`src/rtl/tick_timer_pkg.sv`:
```
package tick_timer_pkg;
    typedef enum logic [1:0] {
        TM_OFF     = 2'b00,
        TM_RESTART = 2'b01,
        TM_ONESHOT = 2'b10,
        TM_WRAP    = 2'b11
    } tmode_e;
endpackage

```
`src/rtl/tt_match.sv`:
```
module tt_match #(
    parameter int CNT_W    = 32,
    parameter int PERIOD_W = 28
) (
    input  logic [CNT_W-1:0]    cnt,
    input  logic [PERIOD_W-1:0] period,
    output logic [CNT_W-1:0]    cnt_inc,
    output logic                hit
);
    always_comb begin
        cnt_inc = cnt + 1'b1;
        hit     = (cnt_inc[PERIOD_W-1:0] == period);
    end
endmodule

```
`src/rtl/tt_counter.sv`:
```
module tt_counter #(
    parameter int CNT_W = 32
) (
    input  logic             clk,
    input  logic             rst_n,
    input  logic             tick_en,
    input  logic             load,
    input  logic [CNT_W-1:0] load_val,
    input  logic             resume,
    input  logic [CNT_W-1:0] cnt_inc,
    input  logic             zero_hit,
    input  logic             halt_hit,
    output logic [CNT_W-1:0] cnt_o,
    output logic             run_o
);
    typedef struct packed {
        logic [CNT_W-1:0] cnt;
        logic             halt;
    } cnt_state_t;

    cnt_state_t st_d, st_q;

    always_comb begin
        st_d = st_q;
        if (load) begin
            st_d.cnt = load_val;
        end else if (tick_en && !st_q.halt) begin
            st_d.cnt = zero_hit ? '0 : cnt_inc;
        end
        if (load || resume) begin
            st_d.halt = 1'b0;
        end else if (halt_hit) begin
            st_d.halt = 1'b1;
        end
    end

    always_ff @(posedge clk or negedge rst_n) begin
        if (!rst_n) begin
            st_q <= '0;
        end else begin
            st_q <= st_d;
        end
    end

    assign cnt_o = st_q.cnt;
    assign run_o = !st_q.halt;

    assert_step_R2: assert property (@(posedge clk) disable iff (!rst_n)
        (tick_en && !st_q.halt && !load && !zero_hit) |=> (st_q.cnt == $past(st_q.cnt) + 1'b1));
    assert_restart_zero_R4: assert property (@(posedge clk) disable iff (!rst_n)
        (tick_en && !st_q.halt && !load && zero_hit) |=> (st_q.cnt == '0));
    assert_oneshot_hold_R5: assert property (@(posedge clk) disable iff (!rst_n)
        (st_q.halt && !load && !resume) |=> $stable(st_q.cnt));
    assert_load_R10: assert property (@(posedge clk) disable iff (!rst_n)
        load |=> (st_q.cnt == $past(load_val)));
endmodule

```
`src/rtl/tt_modereg.sv`:
```
module tt_modereg
    import tick_timer_pkg::*;
#(
    parameter int PERIOD_W = 28
) (
    input  logic                  clk,
    input  logic                  rst_n,
    input  logic                  wr,
    input  logic [PERIOD_W+3:0]   wr_data,
    input  logic                  hit_ev,
    output logic [PERIOD_W-1:0]   period_o,
    output tmode_e                mode_o,
    output logic                  ie_o,
    output logic                  pend_o,
    output logic [PERIOD_W+3:0]   reg_o
);
    localparam int PEND_BIT = PERIOD_W;
    localparam int IE_BIT   = PERIOD_W + 1;
    localparam int MODE_LO  = PERIOD_W + 2;

    typedef struct packed {
        tmode_e              mode;
        logic                ie;
        logic                pend;
        logic [PERIOD_W-1:0] period;
    } mode_state_t;

    mode_state_t st_d, st_q;

    always_comb begin
        st_d = st_q;
        if (wr) begin
            st_d.period = wr_data[PERIOD_W-1:0];
            st_d.pend   = wr_data[PEND_BIT];
            st_d.ie     = wr_data[IE_BIT];
            st_d.mode   = tmode_e'(wr_data[MODE_LO+1:MODE_LO]);
        end else if (hit_ev && st_q.ie) begin
            st_d.pend = 1'b1;
        end
    end

    always_ff @(posedge clk or negedge rst_n) begin
        if (!rst_n) begin
            st_q <= '0;
        end else begin
            st_q <= st_d;
        end
    end

    assign period_o = st_q.period;
    assign mode_o   = st_q.mode;
    assign ie_o     = st_q.ie;
    assign pend_o   = st_q.pend;
    assign reg_o    = st_q;

    assert_pend_needs_ie_R8: assert property (@(posedge clk) disable iff (!rst_n)
        (!wr && !st_q.pend && !st_q.ie) |=> !st_q.pend);
    assert_pend_sticky_R9: assert property (@(posedge clk) disable iff (!rst_n)
        (!wr && st_q.pend) |=> st_q.pend);
endmodule

```
`src/rtl/tick_timer.sv`:
```
module tick_timer
    import tick_timer_pkg::*;
#(
    parameter int CNT_W    = 32,
    parameter int PERIOD_W = 28
) (
    input  logic             clk,
    input  logic             rst_n,
    input  logic             tick_en,
    input  logic             wr_en,
    input  logic             wr_sel,
    input  logic [CNT_W-1:0] wr_data,
    input  logic             rd_sel,
    output logic [CNT_W-1:0] rd_data,
    output logic             irq
);
    localparam int CFG_W = PERIOD_W + 4;

    logic                wr_cnt, wr_mode;
    logic [CNT_W-1:0]    cnt, cnt_inc;
    logic                run, hit, act, hit_ev;
    logic [PERIOD_W-1:0] period;
    tmode_e              mode;
    logic                ie, pend;
    logic [CFG_W-1:0]    mode_reg;

    assign wr_cnt  = wr_en && !wr_sel;
    assign wr_mode = wr_en && wr_sel;

    tt_match #(.CNT_W(CNT_W), .PERIOD_W(PERIOD_W)) u_match (
        .cnt     (cnt),
        .period  (period),
        .cnt_inc (cnt_inc),
        .hit     (hit)
    );

    always_comb begin
        act    = tick_en && run && !wr_cnt;
        hit_ev = act && hit && (mode != TM_OFF);
    end

    tt_counter #(.CNT_W(CNT_W)) u_counter (
        .clk      (clk),
        .rst_n    (rst_n),
        .tick_en  (tick_en),
        .load     (wr_cnt),
        .load_val (wr_data),
        .resume   (wr_mode),
        .cnt_inc  (cnt_inc),
        .zero_hit (hit_ev && (mode == TM_RESTART)),
        .halt_hit (hit_ev && (mode == TM_ONESHOT)),
        .cnt_o    (cnt),
        .run_o    (run)
    );

    tt_modereg #(.PERIOD_W(PERIOD_W)) u_modereg (
        .clk      (clk),
        .rst_n    (rst_n),
        .wr       (wr_mode),
        .wr_data  (wr_data[CFG_W-1:0]),
        .hit_ev   (hit_ev),
        .period_o (period),
        .mode_o   (mode),
        .ie_o     (ie),
        .pend_o   (pend),
        .reg_o    (mode_reg)
    );

    always_comb begin
        rd_data = '0;
        if (rd_sel) begin
            rd_data[CFG_W-1:0] = mode_reg;
        end else begin
            rd_data = cnt;
        end
    end

    assign irq = pend && ie;

    assert_off_no_pend_R7: assert property (@(posedge clk) disable iff (!rst_n)
        (!wr_mode && mode == TM_OFF && !pend) |=> !pend);
    assert_wrap_runs_R6: assert property (@(posedge clk) disable iff (!rst_n)
        (act && mode == TM_WRAP) |=> (cnt == $past(cnt) + 1'b1));
    assert_oneshot_stops_R5: assert property (@(posedge clk) disable iff (!rst_n)
        (hit_ev && mode == TM_ONESHOT && !wr_mode) |=> !run);
endmodule

```
`config.mk`:
```
export PLATFORM = sky130hd
export DESIGN_NAME = tick_timer
export DESIGN_NICKNAME = d
export VERILOG_FILES = /design/src/rtl/tick_timer_pkg.sv /design/src/rtl/tt_match.sv /design/src/rtl/tt_counter.sv /design/src/rtl/tt_modereg.sv /design/src/rtl/tick_timer.sv
export SDC_FILE = /design/constraint.sdc
export NUM_CORES = 1
export LEC_CHECK = 0
export BUFFER_PORTS_ARGS = -buffer_cell sky130_fd_sc_hd__buf_2
export CAP_MARGIN = 20
export CORE_UTILIZATION = 50
export CTS_CLUSTER_SIZE = 40
export DETAILED_ROUTE_END_ITERATION = 6
export GPL_TIMING_DRIVEN = 0
export HOLD_SLACK_MARGIN = 0.05
export PLACE_DENSITY = 0.71
export SETUP_SLACK_MARGIN = 0.5
export SYNTH_ARGS = -nofsm -noshare
export SYNTH_HDL_FRONTEND = slang
export SYNTH_HIERARCHICAL = 1
export SYNTH_SLANG_ARGS = --single-unit
```
`constraint.sdc`:
```
create_clock -name clk -period 5.09 [get_ports clk]
set_input_delay 0.509 -clock clk [delete_from_list [all_inputs] [get_ports clk]]
set_output_delay 0.509 -clock clk [all_outputs]
set_load 0.05 [all_outputs]
```
== Yosys cells after proc, flatten, opt, wreduce, memory -nomap -nowiden ==
Index checks and enable logic that the tools add are counted.
Widths: inputs -> output; s select.
Operators by class
  $add $sub $neg: 1
  eq/ne operators: 3
  multiplexer cells: 8
  reductions and logical operators: 18
Operators by type and width (number)
  $mux 32: 4
  $add 32x1->32 const B: 1
  $eq 28x28->1: 1
  $logic_and 1x1->1: 10
  $reduce_bool 2->1: 4
  $mux 1: 4
  $logic_not 1->1: 3
  $eq 2x1->1 const B: 1
  $eq 2x2->1 const B: 1
  $logic_or 1x1->1: 1
Storage, ports and cells
  bits in registers: 65
  input port bits: 38
  output and inout bits: 33
  logic and storage cells: 36

== Longest topological paths before layout ==
  depth in word-level cells: 10
  gate-level depth with buffers: 16
  mapped depth without buffers: 13

== Cells and area by module ==
Netlist, hierarchy kept.
Modules (own cells, without submodules)
  tt_counter: times used 1, cells an instance 144, area each 1702.9 sq um, seq. area each 825.8 sq um
  tt_modereg: times used 1, cells an instance 102, area each 1582.8 sq um, seq. area each 800.8 sq um
  tt_match: times used 1, cells an instance 189, area each 1332.5 sq um, seq. area each 0.0 sq um
  tick_timer: times used 1, cells an instance 44, area each 594.3 sq um, seq. area each 0.0 sq um

== Worst setup path before layout ==
OpenSTA, ideal clock, no wires.
  kind: reg-to-reg
  from: register u_counter.st_q, in the netlist u_counter/cnt_o[7]
  to: register u_counter.st_q, in the netlist u_counter/cnt_o[0]
  library setup time: 0.118 ns
  arrival: 3.480 ns
  data required time: 4.972 ns
  setup slack: 1.492 ns
  cell stages (with the launch flop): 17
  path buffers: 4
  clock period less this slack: 3.598 ns
  path through: dfrtp_1 -> buf_4 -> buf_4 -> nand4_2 -> or3_4 -> buf_6 -> o31a_1 -> o31ai_2 -> o2111ai_1 -> nor4b_1 -> and4_1 -> nand3_1 -> nor4b_1 -> nor4b_4 -> buf_6 -> a22o_1 -> a21o_1
Between the ends
  word-level cells in the longest chain between the ends: 8
RTL lines
  start: declaration: RTL line tt_counter.sv:21  | cnt_state_t st_d, st_q;
  start signal: assignment: RTL line tt_counter.sv:41  | st_q <= st_d;
  $add 32x1->32: RTL line tt_match.sv:11  | cnt_inc = cnt + 1'b1;
  $eq 28x28->1: RTL line tt_match.sv:12  | hit = (cnt_inc[PERIOD_W-1:0] == period);
  via hit: RTL line tick_timer.sv:21  | logic run, hit, act, hit_ev;
  $logic_and 1x1->1 (2 in series): RTL line tick_timer.sv:39  | hit_ev = act && hit && (mode != TM_OFF);
  $logic_and 1x1->1: RTL line tick_timer.sv:50  | .zero_hit (hit_ev && (mode == TM_RESTART)),
  $mux 32: RTL line tt_counter.sv:28  | st_d.cnt = zero_hit ? '0 : cnt_inc;
  $mux 32: RTL line tt_counter.sv:27  | end else if (tick_en && !st_q.halt) begin
  $mux 32: RTL line tt_counter.sv:25  | if (load) begin
The timed path passes the listed nets, and every way through them passes these cells. The select of a mux whose other input is x is not followed.
A chain may end at the register's enable or synchronous reset.

== Worst setup path in the final report ==
  from: register u_counter.st_q, in the netlist u_counter/cnt_o[2]
  to: register u_counter.st_q, in the netlist u_counter/cnt_o[30]
The elaborated chain is that of the path after synthesis.

==> results.yml <==
global_route:
  met3_usage_pct: 3.76
  antenna_found_initial: 0
  gr-usage-all-layers_pct: 23.8
  grt_max_degree: 66
  grtUsageMet1_pct: 30.9
  grt_pass1_wl_um: 20100
  grt_use_met2_pct: 39.9
  grt_pass1_vias: 3859
  grt-ovfl-total: 0
  busiest_layer: "met2"
timing:
  fin_crit_sh_pct: 83.3
  slew_headroom_pct: 43.0
  worst_slew_pin_slew_ns: 0.855
  hold_ws_ns: 0.271
  drv_slew: 0
  finalSetupViolCount: 0
  hold_violations: 0
  rsz0062_at_grt: "false"
  fin_tns_setup_ns: 0
  min_period_ns: 4.24
  finClkSkew_ns: 0.0125
  setup_slack_ns: 0.851
  timing.fmax_mhz: 236
die:
  rows: 36
  initial_core_util_pct: 52.4
  dieArea_mm2: 0.0108
  pin_count: 71
  core-area_mm2: 0.00995
  fp.dieW_um: 104
  die_h_um: 104
power:
  leakagePower_nw: 2.93
  max-vdd-ir-drop_mv: 0.158
  power_density_mw_per_mm2: 325
  power_mw: 1.92
layout:
  instances_no_fill: 697
  utilization_pct: 59.4
  finalInstanceArea_mm2: 0.00591
  syn_to_final_growth_pct: 13.5
  diodes: 0
  nNetsFinal: 598
  most-common-layout-cells: "75 x buf_2, 66 x buf_4, 65 x dfrtp_1, 58 x mux2_4, 37 x xnor2_1"
  final_common_cell: "buf_2"
  drive_gt1_share_pct: 43.4
synthesis:
  synth_cells: 479
  synth_top_area_share_pct: 31.2
  synthAdderAreaFrac_pct: 0.240
  synth_compound_area_share_pct: 14.5
  yosys.area_share.simple_pct: 10.6
  synth.ff_latch_count: 65
  synth_top_flop_cell: "dfrtp_1"
  synth_top_family_by_area: "multiplexers"
  synth_area_per_cell_um2: 10.9
  ys_top_cells_by_area: "dfrtp_1 31%, mux2_4 17%, buf_4 9.4%"
  synth_xor_area_share_pct: 10.7
  syn-num-nets: 518
  syn_area_mm2: 0.00521
  yosys_warnings: 6
  synth_mux_area_share_pct: 17.8
  ys_seq_area_share_pct: 31.2
  async_reset_ff_share_pct: 100
  synth_edf_count: 0
  synthDistinctLibCells: 55
  yosysTopAreaCell: "dfrtp_1"
cts:
  postCtsSetupRepairBufs: 0
  cts-buffers-inserted: 9
  clkTransAtPathRegs_ns: 0.08
  cts_sinks: 65
  cts_root_buffer: "clkbuf_8"
  cts_tree: "yes"
  clk_path_buf_depth: 2
  cts_htree_levels: 3
  clk_latency_ns: 0.36
setup_path:
  critPathTopFamily: "simple AND/OR/NAND/NOR gates"
  cp_slowest_cell: "nor4b_1"
  required_ns: 5.34
  cp_num_buf_inv: 3
  cp.arrival_ns: 4.49
  timing_worst_setup_path_type: "reg -> reg"
  max_stage_delay_ns: 0.47
  cp_max_fo: 10
  worstSetupEndpointType: "flip-flop"
  path_cells: "buf_4 > nand4_1 > or3_1 > clkbuf_1 > or3_1 > a2bb2oi_1 > nand3_1 > nor4_1 > and4_1 > nand3_1 > nor4b_1 > nor4b_4 > buf_6 > a22o_1 > a21o_1"
  worst_setup_path_start_kind: "flip-flop"
detailed_routing:
  ant_nets: 0
  via_per_inst: 5.47
  vias: 3815
  first_iter_violations: 135
  routed_wl_um: 12300
  drtPass1Iterations: 4
  route.detailed.drc: 0
  wl_per_cell_um: 17.7
job:
  cap_violations: 0
placed_design:
  dp_cells: 681
  port_buffers: 69
  dpl_cell_area_mm2: 0.00573
  place.gp.congestion: 0.900
  dp_hpwl_um: 9160
  dp_slack_ns: 0.869
worst_hold_path:
  hold_path_class: "in -> async"
run_status:
  status: "complete, no violations"
## state kept, by name, summed over array words and instances (netlist names)
name / cells
u_modereg/ie_o: 1
u_counter/cnt_o: 32
u_modereg/period_o: 28
u_modereg/mode_o: 2
u_modereg/pend_o: 1
u_counter/st_q: 1
## where the power goes
group	total, mW	switching [mW]	internal [mW]	leakage (nW)
Sequential	0.660	0.0671	0.592	0.789
Clock	0.411	0.221	0.189	0.0805
Combinational	0.854	0.444	0.410	2.06
## layout make-up
cell class	instances	area (um2)
fill	894	4040
multi-input combinational	315	2820
sequential	65	1630
buffer	90	742
timing repair buffer	69	348
tap	133	166
clock buffer	10	138
clock inverter	6	43.8
inverter	9	33.8
## routing by layer
layer	share of wire [%]	up-vias
met5	0	-
met4	1.2	0
met3	4.6	13
met2	48	96
met1	46	1872
li1	-	1834
## timing repair
item	in CTS	in global routing
setup endpoints to repair	0	30
resized for setup	0	1
hold buffers	0	0
## worst reg2reg max path: stages (launching register included)
cell and delay [ns]:
dfrtp_1 0.35, buf_4 0.15, nand4_1 0.26, or3_1 0.44, clkbuf_1 0.16, or3_1 0.46, a2bb2oi_1 0.31, nand3_1 0.14
nor4_1 0.28, and4_1 0.27, nand3_1 0.13, nor4b_1 0.47, nor4b_4 0.16, buf_6 0.19, a22o_1 0.19, a21o_1 0.15
## kinds of logic after synthesis
| kind of cell | count (synthesis) |
|---|---|
| buffers and inverters | 99 |
| AOI/OAI and AO/OA | 97 |
| and+or+nand+nor | 95 |
| DFF | 65 |
| muxes | 63 |
| xor gates and xnor gates | 59 |
| adders and majority gates | 1 |
## Yosys cell counts, types with 3 or more instances
| cell type | count |
|---|---|
| inv_1 | 8 |
| xnor2_1 | 37 |
| nor4_1 | 5 |
| o21ai_0 | 7 |
| dfrtp_1 | 65 |
| mux2_2 | 5 |
| nor4b_1 | 3 |
| a22o_1 | 32 |
| clkbuf_1 | 4 |
| and3_1 | 4 |
| nand3_1 | 19 |
| buf_4 | 65 |
| nor3_1 | 11 |
| buf_6 | 7 |
| mux2_4 | 58 |
| a21o_1 | 32 |
| a21oi_1 | 7 |
| nand2_1 | 18 |
| xor2_1 | 19 |
| buf_12 | 6 |
| nor2_1 | 6 |
| or3_1 | 5 |
| nand4_1 | 7 |
| buf_2 | 7 |
| nand3b_1 | 3 |
## worst paths after layout
kind	depth (start not counted)	slack, ns	endpoint	start
max in group asynchronous	1	4.28	u_modereg/ie_o	rst_n
max reg2reg	15	0.85	u_counter/cnt_o[30]	u_counter/cnt_o[2]
min	1	0.27	u_counter/cnt_o[8]	rst_n
min in group clk	2	0.39	u_modereg/period_o[22]	wr_data[22]
max	15	0.85	u_counter/cnt_o[30]	u_counter/cnt_o[2]
min reg2reg	1	0.48	u_counter/cnt_o[18]	u_counter/cnt_o[18]
Note: power is estimated with default switching activity, not from simulation.
